--- config.mk ---
export PLATFORM = sky130hd
export DESIGN_NAME = adc_seq_status
export DESIGN_NICKNAME = d
export VERILOG_FILES = /design/src/rtl/adc_stat_pkg.sv /design/src/rtl/adc_trig_edge.sv /design/src/rtl/adc_seq_fsm.sv /design/src/rtl/adc_conv_ptr.sv /design/src/rtl/adc_stat_flags.sv /design/src/rtl/adc_seq_status.sv
export SDC_FILE = /design/constraint.sdc
export NUM_CORES = 1
export LEC_CHECK = 0
export BUFFER_PORTS_ARGS = -buffer_cell sky130_fd_sc_hd__buf_4
export CORE_MARGIN = 2
export CORE_UTILIZATION = 37
export DETAILED_ROUTE_END_ITERATION = 12
export GPL_TIMING_DRIVEN = 0
export PLACE_DENSITY_LB_ADDON = 0.15
export SYNTH_ARGS = -nofsm -noshare
export SYNTH_HDL_FRONTEND = slang
export SYNTH_SLANG_ARGS = --single-unit
--- constraint.sdc ---
create_clock -name clk -period 1.8 [get_ports clk]
set_clock_uncertainty 0.05 [all_clocks]
set_input_delay 0.18 -clock clk [delete_from_list [all_inputs] [get_ports clk]]
set_output_delay 0.18 -clock clk [all_outputs]
set_load 0.05 [all_outputs]
--- src/rtl/adc_stat_pkg.sv ---
package adc_stat_pkg;
    typedef enum logic {
        SEQ_IDLE = 1'b0,
        SEQ_BUSY = 1'b1
    } seq_state_t;

    localparam int STAT_W     = 8;
    localparam int DONE_BIT   = 7;
    localparam int TOVR_BIT   = 5;
    localparam int ROVR_BIT   = 4;
    localparam int PTR_FLD_W  = 4;
endpackage

--- src/rtl/adc_trig_edge.sv ---
module adc_trig_edge (
    input  logic clk,
    input  logic rst,
    input  logic trig_in,
    output logic edge_o
);
    logic trig_q;

    always_ff @(posedge clk) begin
        if (rst) trig_q <= 1'b0;
        else     trig_q <= trig_in;
    end

    assign edge_o = trig_in & ~trig_q;
endmodule

--- src/rtl/adc_seq_fsm.sv ---
module adc_seq_fsm
    import adc_stat_pkg::*;
(
    input  logic clk,
    input  logic rst,
    input  logic start_wr,
    input  logic abort_wr,
    input  logic seq_end,
    output logic busy
);
    seq_state_t state_q, state_d;

    always_ff @(posedge clk) begin
        if (rst) state_q <= SEQ_IDLE;
        else     state_q <= state_d;
    end

    always_comb begin
        state_d = state_q;
        unique case (state_q)
            SEQ_IDLE: begin
                if (start_wr) state_d = SEQ_BUSY;
            end
            SEQ_BUSY: begin
                if (start_wr)                  state_d = SEQ_BUSY;
                else if (abort_wr || seq_end)  state_d = SEQ_IDLE;
            end
            default: state_d = SEQ_IDLE;
        endcase
    end

    always_comb begin
        busy = (state_q == SEQ_BUSY);
    end

    p_start_busy_r4: assert property (@(posedge clk) disable iff (rst)
        start_wr |=> busy);
    p_stop_idle_r4: assert property (@(posedge clk) disable iff (rst)
        (!start_wr && (abort_wr || seq_end)) |=> !busy);
endmodule

--- src/rtl/adc_conv_ptr.sv ---
module adc_conv_ptr #(
    parameter int NUM_RES = 16,
    localparam int PTR_W = $clog2(NUM_RES)
) (
    input  logic             clk,
    input  logic             rst,
    input  logic             fifo_mode,
    input  logic             start_wr,
    input  logic             abort_wr,
    input  logic             seq_end,
    input  logic             conv_done,
    output logic [PTR_W-1:0] ptr
);
    localparam logic [PTR_W-1:0] PTR_MAX = PTR_W'(NUM_RES - 1);

    logic [PTR_W-1:0] ptr_q;
    logic             restart;
    logic             end_clear;

    assign restart   = start_wr | abort_wr;
    assign end_clear = seq_end & ~fifo_mode;

    always_ff @(posedge clk) begin
        if (rst)                ptr_q <= '0;
        else if (restart)       ptr_q <= '0;
        else if (end_clear)     ptr_q <= '0;
        else if (conv_done)     ptr_q <= (ptr_q == PTR_MAX) ? '0 : ptr_q + PTR_W'(1);
    end

    assign ptr = ptr_q;

    p_ptr_clr_r9: assert property (@(posedge clk) disable iff (rst)
        (start_wr || abort_wr) |=> (ptr == '0));
    p_ptr_end_r8: assert property (@(posedge clk) disable iff (rst)
        (seq_end && !fifo_mode) |=> (ptr == '0));
    p_ptr_step_r7: assert property (@(posedge clk) disable iff (rst)
        (conv_done && !start_wr && !abort_wr && !(seq_end && !fifo_mode))
        |=> (ptr == (($past(ptr) == PTR_MAX) ? '0 : $past(ptr) + PTR_W'(1))));
    p_ptr_hold_r10: assert property (@(posedge clk) disable iff (rst)
        (!conv_done && !start_wr && !abort_wr && !(seq_end && !fifo_mode))
        |=> $stable(ptr));
endmodule

--- src/rtl/adc_stat_flags.sv ---
module adc_stat_flags (
    input  logic clk,
    input  logic rst,
    input  logic busy,
    input  logic edge_mode,
    input  logic afc_mode,
    input  logic trig_edge,
    input  logic start_wr,
    input  logic abort_wr,
    input  logic seq_end,
    input  logic conv_done,
    input  logic ccf_hit,
    input  logic stat_wr,
    input  logic w1c_done,
    input  logic w1c_tovr,
    input  logic w1c_rovr,
    input  logic res_rd,
    output logic done_f,
    output logic tovr_f,
    output logic rovr_f
);
    logic done_clr, tovr_set, rovr_set, restart;

    assign restart  = start_wr | abort_wr;
    assign done_clr = (stat_wr & w1c_done) | (afc_mode & res_rd);
    assign tovr_set = edge_mode & busy & trig_edge;
    assign rovr_set = conv_done & ccf_hit;

    always_ff @(posedge clk) begin
        if (rst)                    done_f <= 1'b0;
        else if (start_wr)          done_f <= 1'b0;
        else if (seq_end)           done_f <= 1'b1;
        else if (done_clr)          done_f <= 1'b0;
    end

    always_ff @(posedge clk) begin
        if (rst)                    tovr_f <= 1'b0;
        else if (restart)           tovr_f <= 1'b0;
        else if (tovr_set)          tovr_f <= 1'b1;
        else if (stat_wr && w1c_tovr) tovr_f <= 1'b0;
    end

    always_ff @(posedge clk) begin
        if (rst)                    rovr_f <= 1'b0;
        else if (restart)           rovr_f <= 1'b0;
        else if (rovr_set)          rovr_f <= 1'b1;
        else if (stat_wr && w1c_rovr) rovr_f <= 1'b0;
    end

    p_done_set_r2: assert property (@(posedge clk) disable iff (rst)
        (seq_end && !start_wr) |=> done_f);
    p_done_start_r3: assert property (@(posedge clk) disable iff (rst)
        start_wr |=> !done_f);
    p_ovr_restart_r5: assert property (@(posedge clk) disable iff (rst)
        (start_wr || abort_wr) |=> (!tovr_f && !rovr_f));
    p_tovr_source_r4: assert property (@(posedge clk) disable iff (rst)
        $rose(tovr_f) |-> $past(busy && edge_mode && trig_edge));
    p_rovr_keep_r11: assert property (@(posedge clk) disable iff (rst)
        (stat_wr && w1c_rovr && conv_done && ccf_hit && !start_wr && !abort_wr) |=> rovr_f);
endmodule

--- src/rtl/adc_seq_status.sv ---
module adc_seq_status
    import adc_stat_pkg::*;
#(
    parameter int NUM_RES = 16,
    localparam int PTR_W = $clog2(NUM_RES)
) (
    input  logic               clk,
    input  logic               rst,
    input  logic               fifo_mode,
    input  logic               edge_mode,
    input  logic               afc_mode,
    input  logic               start_wr,
    input  logic               abort_wr,
    input  logic               seq_end,
    input  logic               conv_done,
    input  logic               trig_in,
    input  logic [NUM_RES-1:0] ccf_flags,
    input  logic               stat_wr,
    input  logic [STAT_W-1:0]  stat_wdata,
    input  logic               res_rd,
    output logic [STAT_W-1:0]  status,
    output logic [PTR_W-1:0]   res_idx
);
    logic                 busy, trig_edge;
    logic                 done_f, tovr_f, rovr_f;
    logic [PTR_W-1:0]     ptr;
    logic [PTR_FLD_W-1:0] ptr_fld;
    logic                 unused_wbits;

    assign unused_wbits = ^{stat_wdata[6], stat_wdata[3:0]};

    adc_trig_edge u_edge (
        .clk     (clk),
        .rst     (rst),
        .trig_in (trig_in),
        .edge_o  (trig_edge)
    );

    adc_seq_fsm u_fsm (
        .clk      (clk),
        .rst      (rst),
        .start_wr (start_wr),
        .abort_wr (abort_wr),
        .seq_end  (seq_end),
        .busy     (busy)
    );

    adc_conv_ptr #(.NUM_RES(NUM_RES)) u_ptr (
        .clk       (clk),
        .rst       (rst),
        .fifo_mode (fifo_mode),
        .start_wr  (start_wr),
        .abort_wr  (abort_wr),
        .seq_end   (seq_end),
        .conv_done (conv_done),
        .ptr       (ptr)
    );

    adc_stat_flags u_flags (
        .clk       (clk),
        .rst       (rst),
        .busy      (busy),
        .edge_mode (edge_mode),
        .afc_mode  (afc_mode),
        .trig_edge (trig_edge),
        .start_wr  (start_wr),
        .abort_wr  (abort_wr),
        .seq_end   (seq_end),
        .conv_done (conv_done),
        .ccf_hit   (ccf_flags[ptr]),
        .stat_wr   (stat_wr),
        .w1c_done  (stat_wdata[DONE_BIT]),
        .w1c_tovr  (stat_wdata[TOVR_BIT]),
        .w1c_rovr  (stat_wdata[ROVR_BIT]),
        .res_rd    (res_rd),
        .done_f    (done_f),
        .tovr_f    (tovr_f),
        .rovr_f    (rovr_f)
    );

    always_comb begin
        ptr_fld             = '0;
        ptr_fld[PTR_W-1:0]  = ptr;
        status              = '0;
        status[DONE_BIT]    = done_f;
        status[TOVR_BIT]    = tovr_f;
        status[ROVR_BIT]    = rovr_f;
        status[PTR_FLD_W-1:0] = ptr_fld;
        res_idx             = ptr;
    end

    p_bit6_zero_r1: assert property (@(posedge clk) disable iff (rst)
        status[6] == 1'b0);
    p_reset_clear_r12: assert property (@(posedge clk)
        rst |=> (status == '0));
endmodule

# Yosys cells after proc, flatten, opt, wreduce, memory -nomap -nowiden
# Index checks and enable logic that the tools add are counted.
[classes] addsub=1 n_lt_le_gt_ge=1 n_eq_ne=1 muxes=13 bitwise_logic=12 n_reduce_logical=9
[ops] cell="1-bit two-way mux" count=10
[ops] cell="1-bit AND" count=7
[ops] cell="2-bit nonzero test" count=3
[ops] cell="4-bit by 5-bit less-than comparator with 1-bit output, second input constant" count=1
[ops] cell="4-bit by 1-bit adder with 4-bit output, second input constant" count=1
[ops] cell="1-bit binary-select mux with 4-bit select" count=1
[ops] cell="4-bit == test, second input constant" count=1
[ops] cell="4-bit two-way mux" count=1
[ops] cell="2-bit OR reduction" count=2
[ops] cell="1-bit NOT" count=3
[ops] cell="3-bit OR reduction" count=1
[ops] cell="1-bit logical AND" count=2
[ops] cell="1-bit OR" count=2
[ops] cell="1-bit case mux with 2 select lines" count=1
[ops] cell="1-bit logical OR" count=1
[word_totals] register_bits=9 out_inout_bits=12

# Longest topological paths before layout
# Gate-level depths: netlist (run 1).
[logic_depth] ltp_word=4 mapped_depth=5

# Hierarchy
# From an unflattened synthesis (run 1), not the netlist that was laid out.
[unflattened] hier_cells=59 area_unflattened_um2=623.1
[modules_own_cells] mod="adc_seq_status" n_inst=1 cells_each=16 area_each_um2=198.9
[modules_own_cells] mod="adc_conv_ptr" n_inst=1 cells_each=22 area_each_um2=192.7
[modules_own_cells] mod="adc_stat_flags" n_inst=1 cells_each=14 area_each_um2=146.4
[modules_own_cells] mod="adc_trig_edge" n_inst=1 cells_each=3 area_each_um2=47.5
[modules_own_cells] mod="adc_seq_fsm" n_inst=1 cells_each=4 area_each_um2=37.5

# Worst setup path after synthesis (run 1)
# OpenSTA, ideal clock, no wires.
[synth_path] kind="reg2reg" startpoint="reg u_ptr.ptr_q[0], in the netlist u_ptr.ptr[0]" endpoint="reg u_flags.rovr_f" setup_ns=0.125 arrival_time_ns=1.803 required_time_ns=1.625 slack_ns=-0.178 path_stages_with_launch=6 n_path_buf=1 synth_period_minus_slack_ns=1.978 path_cell_list="dfxtp_1 buf_6 mux4_1 mux2_2 nand4b_1 nand3_1"
[synth_via] elab_chain_cells=4 word_cells_on_any_way=5 classes_between="mux: 3; bitwise: 1; reduce/logical: 1"
[synth_lines] element="from (decl)" line="adc_conv_ptr.sv:16" source="logic [PTR_W-1:0] ptr_q;"
[synth_lines] element="from (signal assigned)" line="adc_conv_ptr.sv:27" source="else if (conv_done) ptr_q <= (ptr_q == PTR_MAX) ? '0 : ptr_q + PTR_W'(1);"
[synth_lines] element="1-bit binary-select mux with 4-bit select (*)" line="adc_seq_status.sv:70" source=".ccf_hit (ccf_flags[ptr]),"
[synth_lines] element="1-bit two-way mux (implied by the code) (*)" line="adc_seq_status.sv:70"
[synth_lines] element="1-bit AND (*)" line="adc_stat_flags.sv:27" source="assign rovr_set = conv_done & ccf_hit;"
[synth_lines] element="1-bit two-way mux or 2-bit nonzero test (tied branches)"
[synth_lines] element="to (signal assigned)" line="adc_stat_flags.sv:45" source="else if (restart) rovr_f <= 1'b0;"
[synth_lines] element="to (signal assigned)" line="adc_stat_flags.sv:46" source="else if (rovr_set) rovr_f <= 1'b1;"
[synth_lines] element="to (signal assigned)" line="adc_stat_flags.sv:47" source="else if (stat_wr && w1c_rovr) rovr_f <= 1'b0;"
[synth_lines] element="to (decl)" line="adc_stat_flags.sv:20" source="output logic rovr_f"
# Mark *: on every way between the ends. The rest lies on a longest branch, timed or not. The select of a mux whose other input is x is not followed.
# A chain may end at the register's enable or synchronous reset.

# Final worst setup path (run 1)
# Ends and elaborated chain as after synthesis.

==> results of run 1 <==
## cell type report
class	count	area (um^2)
buffer	10	76.3
clock buffer	4	26.3
fill	137	547
inverter	2	7.51
multi-input combinational	42	323
sequential	9	181
tap	16	20.0
timing repair buffer	41	308
## how the worst min path moves through the flow
| stage | slack, ns | startpoint | to | cells past startpoint |
|---|---|---|---|---|
| after floorplan | 0.20 | rst | u_edge.trig_q | 1 |
| after global placement | 0.31 | start_wr | u_flags.done_f | 2 |
| after detailed placement | 0.32 | start_wr | u_flags.done_f | 2 |
| after CTS | 0.04 | start_wr | u_flags.done_f | 2 |
| after global routing | 0.03 | start_wr | u_flags.done_f | 2 |
| final | 0.05 | start_wr | u_flags.done_f | 2 |
## sequential cells by signal (all words and copies together) (netlist names)
signal          cells
u_edge.trig_q       1
u_fsm.busy          1
u_flags.done_f      1
u_ptr.ptr           4
u_flags.tovr_f      1
u_flags.rovr_f      1
## power breakdown
group,switching (mW),internal [mW]
combinational,0.0397,0.0644
clock,0.0653,0.0851
sequential,0.00236,0.204
## cells by family after synthesis
logic type / after synthesis
xor gates and xnor gates: 1
and+or+nand+nor: 21
DFF: 9
muxes: 8
AOI/OAI and AO/OA: 10
other: 1
buffers and inverters: 12
adders and majority gates: 1
## worst reg2reg max path: cells and delay by family (launching register included)
family / cells / cell delay [ns]
buffers and inverters: 1 / 0.15
DFF: 1 / 0.36
muxes: 2 / 0.84
and+or+nand+nor: 2 / 0.15
## metal layers
metal  GRT usage [%]  up-vias  share of wire, %
met5               0        -                 0
met3            6.25        0               6.4
met4            3.64        0                 0
li1                -      310                 -
met1            17.8      278                44
met2            23.8       19                49
## synth_stat cells (all sizes together), types with 2 or more instances
cell type  instances  share of area [%]
nor3               2                1.7
mux2i              4                6.8
nand2              6                3.8
o21ai              2                1.7
buf                9                 12
mux4               3                 13
nor2               4                2.6
nand4b             2                3.0
dfxtp              9                 31
inv                2                1.3
a31oi              2                2.1
nand3              3                2.6
a21oi              3                2.6
## metrics by stage
stage / worst slack, ns / utilization (%)
2_1_floorplan: 0.0155 / -
3_3_place_gp: 0.161 / 61.5
6_report: 0.136 / 63.3
4_1_cts: 0.127 / 63.3
5_1_grt: 0.0349 / 63.3
3_5_place_dp: 0.130 / 61.5
## cells in the final DEF, fill, tap and decap left out, types with 2 or more instances in the layout
master	count
nand2_1	6
mux4_1	3
a21oi_1	3
dfxtp_1	8
nor2_1	4
nand3_1	3
clkbuf_4	3
mux2i_1	4
nor3_1	2
o21ai_0	2
nand4b_1	2
a31oi_1	2
inv_1	2
buf_4	49
==> flow_summary.yaml, run 1 <==
status:
  status: "finished clean"
min_path:
  hp-class: "primary input to flop"
synthesis:
  yosysSeqAreaShare_pct: 30.7
  netlist_instances: 63
  synth-edff-count: 0
  synthMuxAreaShare_pct: 22.2
  synthXorXnorAreaFrac_pct: 1.49
  synth_warnings: 0
  synth_nets: 100
  syn-cell-area_um2: 587
  ys_types: 26
  synth_ff_type: "dfxtp_1"
  ys_ff_latch: 9
  synth_top_family_by_area: "multiplexers"
  synth-simple-area-share_pct: 18.1
  async_reset_ff_share_pct: 0
  synth.avg_cell_area_um2: 9.31
  synthAdderAreaFrac_pct: 2.13
  synth-compound-area-share_pct: 10.4
cells_and_area:
  final_cell_area_um2: 942
  num_antenna_cells: 0
  fin_nets: 146
  stdcell_count: 124
  drive_gt1_share_pct: 51.9
  syn_to_final_growth_pct: 60.6
route:
  drt_wl_total_um: 1330
  avgRoutedWirePerCell_um: 10.8
  vias: 607
  drtAntennaViolNets: 0
  drt_iter0_markers: 2
  dr.pass1.iters: 2
  post-route-drc-count: 0
  drt-vias-per-instance: 4.90
power:
  vdd_drop_max_uv: 518
  p_per_area_mw_per_mm2: 489
  p_total_mw: 0.461
  p_leak_nw: 0.457
timing:
  rsz0062_at_grt: "false"
  slew_headroom_pct: 66.8
  max_freq_mhz: 601
  fin_crit_ns: 1.66
  whs_ns: 0.0508
  tightest_slew_ns: 0.494
  period_share_pct: 92.4
  finalSetupViolCount: 0
  hold_violations: 0
  fin_setup_tns_ns: 0
  slew_viol_final: 0
clock_tree:
  clock_path_buffers: 2
  ctsHtreeMaxLevel: 1
  cts_tree: "yes"
  clk_latency_ns: 0.25
  postCtsSetupBuffers: 0
  cts_root_buf: "clkbuf_4"
  cts_inserted_buffers: 3
  postCtsHoldBufs: 0
  cts_resized: 0
  clock-sinks: 9
  path_clk_slew_ns: 0.06
critical_path:
  r2r_cells: 5
  path_max_fanout: 9
  endpoint_kind: "flop"
  r2r_end: "u_flags.rovr_f"
  startpoint: "u_ptr.ptr[0]"
  path_class: "flop to flop"
  cpLargestDelayFamily: "multiplexers"
  cp_num_buf_inv: 1
  cp.depth: 5
  arrival_ns: 1.75
  max_stage_delay_ns: 0.55
  worst-endpoint-required_ns: 1.89
  r2r_slack_ns: 0.14
  path_cells: "buf_6, mux4_1, mux2_2, nand4b_1, nand3_1"
  startpoint_type: "flop"
  crit_end: "u_flags.rovr_f"
  slowest_stage: "mux4_1"
  r2r_start: "u_ptr.ptr[0]"
placement:
  dp.final_hpwl_um: 1100
  placed_area_um2: 916
  portBuffers: 41
  gp_congestion: 0.732
  dp_cells: 120
floorplan:
  die_x_um: 43.8
  rows: 14
  die_area_mm2: 0.00192
  core_mm2: 0.00149
  chipHeight_um: 43.8
  io_pins: 48
  start_util_pct: 39.4
global_route:
  track_usage_pct: 14.7
  first_global_vias: 533
  antenna_found_initial: 0
  gr-total-overflow: 0
  grt_pass1_wl_um: 2100
  grt_max_degree: 11
flow_run:
  maxCapViolations: 0
No activity file was read; power rests on OpenSTA's default activity.
==> run 2: changes to the inputs <==
--- a/config.mk
+++ b/config.mk
@@ -5,9 +5,11 @@
 export SDC_FILE = /design/constraint.sdc
 export NUM_CORES = 1
 export LEC_CHECK = 0
+export ABC_AREA = 1
 export BUFFER_PORTS_ARGS = -buffer_cell sky130_fd_sc_hd__buf_4
+export CAP_MARGIN = 20
 export CORE_MARGIN = 2
-export CORE_UTILIZATION = 37
+export CORE_UTILIZATION = 39
 export DETAILED_ROUTE_END_ITERATION = 12
 export GPL_TIMING_DRIVEN = 0
 export PLACE_DENSITY_LB_ADDON = 0.15
==> flow_summary.yaml, run 2 <==
status:
  status: "finished clean"
power:
  p_per_area_mw_per_mm2: 488
  p_leak_nw: 0.562
  p_total_mw: 0.490
  vdd_drop_max_uv: 355
cells_and_area:
  fill_cells: 145
  fin_nets: 188
  num_antenna_cells: 0
  largest_reg_flops: 4
  stdcell_count: 166
  drive_gt1_share_pct: 39.3
  mostFrequentLayoutCells: "buf_4 (49), nand2_1 (28), inv_1 (18)"
  seqCellArea_um2: 180
  multiInputGateArea_um2: 322
  final_common_cell: "buf_4"
  post-route-util_pct: 65.3
  syn_to_final_growth_pct: 54.3
flow_run:
  maxCapViolations: 0
synthesis:
  synth_top_area_share_pct: 27.6
  synth_ff_type: "dfxtp_1"
  synth.avg_cell_area_um2: 6.21
  netlist_instances: 105
  synth.most_common_cell: "nand2_1"
  ys_types: 21
  yosysSeqAreaShare_pct: 27.6
  ys_top_cells_by_count: "nand2_1 (28), inv_1 (18), nand3_1 (14)"
  synth.largest_area_cell: "dfxtp_1"
  synth_nets: 142
  syn-cell-area_um2: 652
  ys_top_cells_by_area: "dfxtp_1 (28%), nand2_1 (16%), nand3_1 (11%)"
  ys_ff_latch: 9
  synth_warnings: 0
  synth-edff-count: 0
  async_reset_ff_share_pct: 0
critical_path:
  worst-endpoint-required_ns: 1.57
  max_stage_delay_ns: 0.52
  path_class: "flop to output pin"
  path_cells: "buf_4, buf_4"
  r2r_slack_ns: 0.46
  slowest_stage: "dfxtp_1"
  endpoint_kind: "output pin"
  arrival_ns: 1.14
  r2r_start: "u_ptr.ptr[1]"
  cp_common_cell: "buf_4"
  startpoint_type: "flop"
  r2r_end: "u_ptr.ptr[3]"
  r2r_cells: 4
  path_max_fanout: 9
clock_tree:
  cts_resized: 0
  cts_inserted_buffers: 3
  clk_latency_ns: 0.27
  path_clk_slew_ns: 0.06
  ctsHtreeMaxLevel: 1
  clock-sinks: 9
  cts_tree: "yes"
  clock_path_buffers: 2
  postCtsHoldBufs: 0
  cts_root_buf: "clkbuf_4"
  postCtsSetupBuffers: 0
timing:
  finalSetupViolCount: 0
  rsz0062_at_grt: "false"
  slew_viol_final: 0
  fin_setup_tns_ns: 0
  max_freq_mhz: 732
  fin_crit_ns: 1.37
  hold_violations: 0
  period_share_pct: 75.9
  setup_ws_ns: 0.433
placement:
  dp_cells: 162
  place_ws_ns: 0.486
  portBuffers: 41
  dp.final_hpwl_um: 1300
  gp_congestion: 0.746
floorplan:
  core_mm2: 0.00154
  start_util_pct: 42.3
  rows: 14
  chipHeight_um: 44.9
  die_x_um: 44.9
  die_area_mm2: 0.00201
  io_pins: 48
route:
  drt_wl_total_um: 1670
  dr.pass1.iters: 4
  vias: 758
  drtAntennaViolNets: 0
  post-route-drc-count: 0
  drt-vias-per-instance: 4.57
  avgRoutedWirePerCell_um: 10.1
  drt_iter0_markers: 10
global_route:
  grt_pass1_wl_um: 2820
  antenna_found_initial: 0
  gr-total-overflow: 0
  track_usage_pct: 19.2
  first_global_vias: 709
  grt_max_degree: 11
min_path:
  min_to: "u_edge.trig_q"
  hp-class: "primary input to flop"
  hp-start: "rst"
  hold_depth: 2
==> run 2: worst max path at each step <==
stage | startpoint | end | cells past startpoint
finish | u_ptr.ptr[1] | status[1] | 2
global route | u_ptr.ptr[1] | u_ptr.ptr[3] | 4
global placement | u_ptr.ptr[1] | u_ptr.ptr[3] | 4
floorplan | u_ptr.ptr[0] | u_flags.rovr_f | 9
CTS | u_ptr.ptr[1] | status[1] | 2
detailed placement | u_ptr.ptr[1] | u_ptr.ptr[3] | 4
==> run 2: cells by family (layout without fill, tap and decap cells) <==
logic type,after synthesis,count (layout),share of synthesized area [%]
simple gates,56,56,37.0
buf+inv,28,73,23.0
compound gates,9,9,8.45
flops,9,9,27.6
fa+ha+maj,1,1,1.92
other cells,1,1,0.575
xor+xnor,1,1,1.34
==> run 2: stage by stage <==
step	hold WS [ns]	cell area, um^2
finish	0.0311	1010
global route	0.0361	1010
global placement	0.309	980
detailed placement	0.312	980
floorplan	0.202	652
CTS	0.0265	1010
==> run 2: area by class of cell <==
class	count	area share (%)
Multi-Input combinational cell	68	32.0
Timing Repair Buffer	41	30.6
Sequential cell	9	17.9
Inverter	19	7.84
Buffer	9	7.09
Clock buffer	4	2.61
Tap cell	16	1.99
==> run 2: worst max-delay path: cells and delay by family, from the launching register on <==
kind,cells,cell delay (ns)
DFF,1,0.52
buffers and inverters,2,0.35
==> run 2: report_power, final <==
part | switching, mW | internal (mW)
registers | 0.00248 | 0.204
logic | 0.0523 | 0.0651
clock network | 0.0811 | 0.0858
total | 0.136 | 0.355
==> run 2: layer usage <==
layer,share of wire (%),vias to the layer above,global-route usage [%]
li1,-,408,-
met1,44,320,23.1
met4,0.60,0,10.6
met2,48,28,33.0
met5,0,-,0
met3,7.2,2,2.40
==> run 3: changes to the inputs <==
--- a/config.mk
+++ b/config.mk
@@ -5,11 +5,11 @@
 export SDC_FILE = /design/constraint.sdc
 export NUM_CORES = 1
 export LEC_CHECK = 0
-export ABC_AREA = 1
+export ABC_AREA = 0
 export BUFFER_PORTS_ARGS = -buffer_cell sky130_fd_sc_hd__buf_4
 export CAP_MARGIN = 20
 export CORE_MARGIN = 2
-export CORE_UTILIZATION = 39
+export CORE_UTILIZATION = 33
 export DETAILED_ROUTE_END_ITERATION = 12
 export GPL_TIMING_DRIVEN = 0
 export PLACE_DENSITY_LB_ADDON = 0.15
==> constraint.sdc (replaced) <==
create_clock -name clk -period 1.1 [get_ports clk]
set_clock_uncertainty 0.05 [all_clocks]
set_input_delay 0.11 -clock clk [delete_from_list [all_inputs] [get_ports clk]]
set_output_delay 0.11 -clock clk [all_outputs]
set_load 0.05 [all_outputs]
==> flow_summary.yaml, run 3 (synthesis gave the netlist of run 1 again) <==
critical_path:
  cpLargestDelayFamily: "multiplexers"
  path_class: "flop to flop"
  endpoint_kind: "flop"
  startpoint_type: "flop"
  worst-endpoint-required_ns: 1.21
  slowest_stage: "mux4_2"
  max_stage_delay_ns: 0.49
  cp_num_buf_inv: 1
  path_cells: "buf_8, mux4_2, mux2_2, nand4b_1, nand3_1"
  path_max_fanout: 6
  arrival_ns: 1.67
floorplan:
  chipHeight_um: 46.2
  die_x_um: 46.2
  core_mm2: 0.00171
  start_util_pct: 34.4
  die_area_mm2: 0.00213
  io_pins: 48
  rows: 15
clock_tree:
  ctsHtreeMaxLevel: 1
  cts_inserted_buffers: 3
  cts_tree: "yes"
  clk_latency_ns: 0.27
  clock_path_buffers: 2
  path_clk_slew_ns: 0.07
  clock-sinks: 9
  cts_root_buf: "clkbuf_4"
route:
  drtAntennaViolNets: 0
  dr.pass1.iters: 4
  drt_iter0_markers: 6
  post-route-drc-count: 0
  avgRoutedWirePerCell_um: 11.2
  drt_wl_total_um: 1570
  vias: 641
  drt-vias-per-instance: 4.58
timing:
  max_freq_mhz: 642
  tightest_slew_ns: 0.541
  rsz0062_at_grt: "true"
  fin_crit_ns: 1.56
  hold_violations: 0
  finalSetupViolCount: 5
  period_share_pct: 142
  slew_viol_final: 0
  setup_ws_ns: -0.459
  slew_headroom_pct: 63.6
power:
  p_total_mw: 0.794
  p_per_area_mw_per_mm2: 737
  p_leak_nw: 0.499
  vdd_drop_max_uv: 575
cells_and_area:
  fill_cells: 151
  stdcell_count: 140
  fin_nets: 153
  syn_to_final_growth_pct: 83.4
  mostFrequentLayoutCells: "buf_4 (46), nand2_1 (6), buf_6 (6)"
  drive_gt1_share_pct: 60.9
  post-route-util_pct: 63.0
  final_cell_area_mm2: 0.00108
  final_common_cell: "buf_4"
  largest_reg_flops: 4
  num_antenna_cells: 0
placement:
  gp_congestion: 0.720
  place_ws_ns: -0.500
  dp.final_hpwl_um: 1110
  placed_area_um2: 925
  portBuffers: 41
  dp_cells: 129
global_route:
  antenna_found_initial: 0
  gr-total-overflow: 0
  grt_max_degree: 10
  grt_pass1_wl_um: 2330
  track_usage_pct: 15.6
  first_global_vias: 600
flow_run:
  maxCapViolations: 0
status:
  status: "finished, violations left"
  violations: "setup timing"
min_path:
  hp-class: "primary input to flop"
[run 3: stage by stage]
step | hold WS, ns | setup TNS [ns]
after global placement | 0.247 | -1.11
final | 0.0224 | -0.860
after floorplan | 0.132 | -2.09
after global routing | 0.0451 | -1.27
after CTS | 0.0281 | -0.691
after detailed placement | 0.250 | -1.13
[run 3: worst register-to-register path: cells and delay by family, from the launching register on]
kind | cells | cell delay [ns]
DFF | 1 | 0.35
and+or+nand+nor | 2 | 0.15
buffers and inverters | 1 | 0.12
muxes | 2 | 0.77
[run 3: power breakdown]
part           internal, mW  total [mW]  switching, mW
Sequential            0.329       0.333        0.00366
Combinational         0.117       0.188         0.0709
Clock                 0.135       0.273          0.138
Total                 0.581       0.794          0.212
[run 3: per-layer routing]
| metal | share of wire [%] | wire length, um | vias to the layer above | GRT usage [%] |
|---|---|---|---|---|
| met5 | 0 | 0 | - | 0 |
| met3 | 5.0 | 79 | 5 | 3.53 |
| met1 | 44 | 688 | 292 | 18.5 |
| met4 | 2.2 | 35 | 0 | 10.9 |
| li1 | - | - | 326 | - |
| met2 | 49 | 766 | 18 | 24.7 |
[run 3: final timing paths]
kind	start	end	slack, ns	cells after the start
setup / recovery	u_ptr.ptr[0]	u_flags.rovr_f	-0.46	5
hold / removal	trig_in	u_edge.trig_q	0.02	2
setup reg to reg	u_ptr.ptr[0]	u_flags.rovr_f	-0.46	5
hold reg to reg	u_flags.tovr_f	u_flags.tovr_f	0.41	2
[run 3: what timing repair did]
item / 4_1_cts / 5_1_grt
endpoints found under the hold margin: 3 / 0
setup endpoints to repair: 8 / 8
pin swaps: 2 / 1
setup buffers: 3 / 2
resized for setup: 11 / 8
hold buffers: 2 / 0
[run 3: layout make-up]
type | instances | area [um^2] | share of cell area [%]
repair buffers | 48 | 399 | 37.1
multi-input cells | 42 | 337 | 31.3
flip-flops and latches | 9 | 190 | 17.7
plain buffers | 10 | 83.8 | 7.79
well taps | 25 | 31.3 | 2.91
clock buffers | 3 | 22.5 | 2.09
inverters | 2 | 7.51 | 0.698
clock inverters | 1 | 5.00 | 0.465
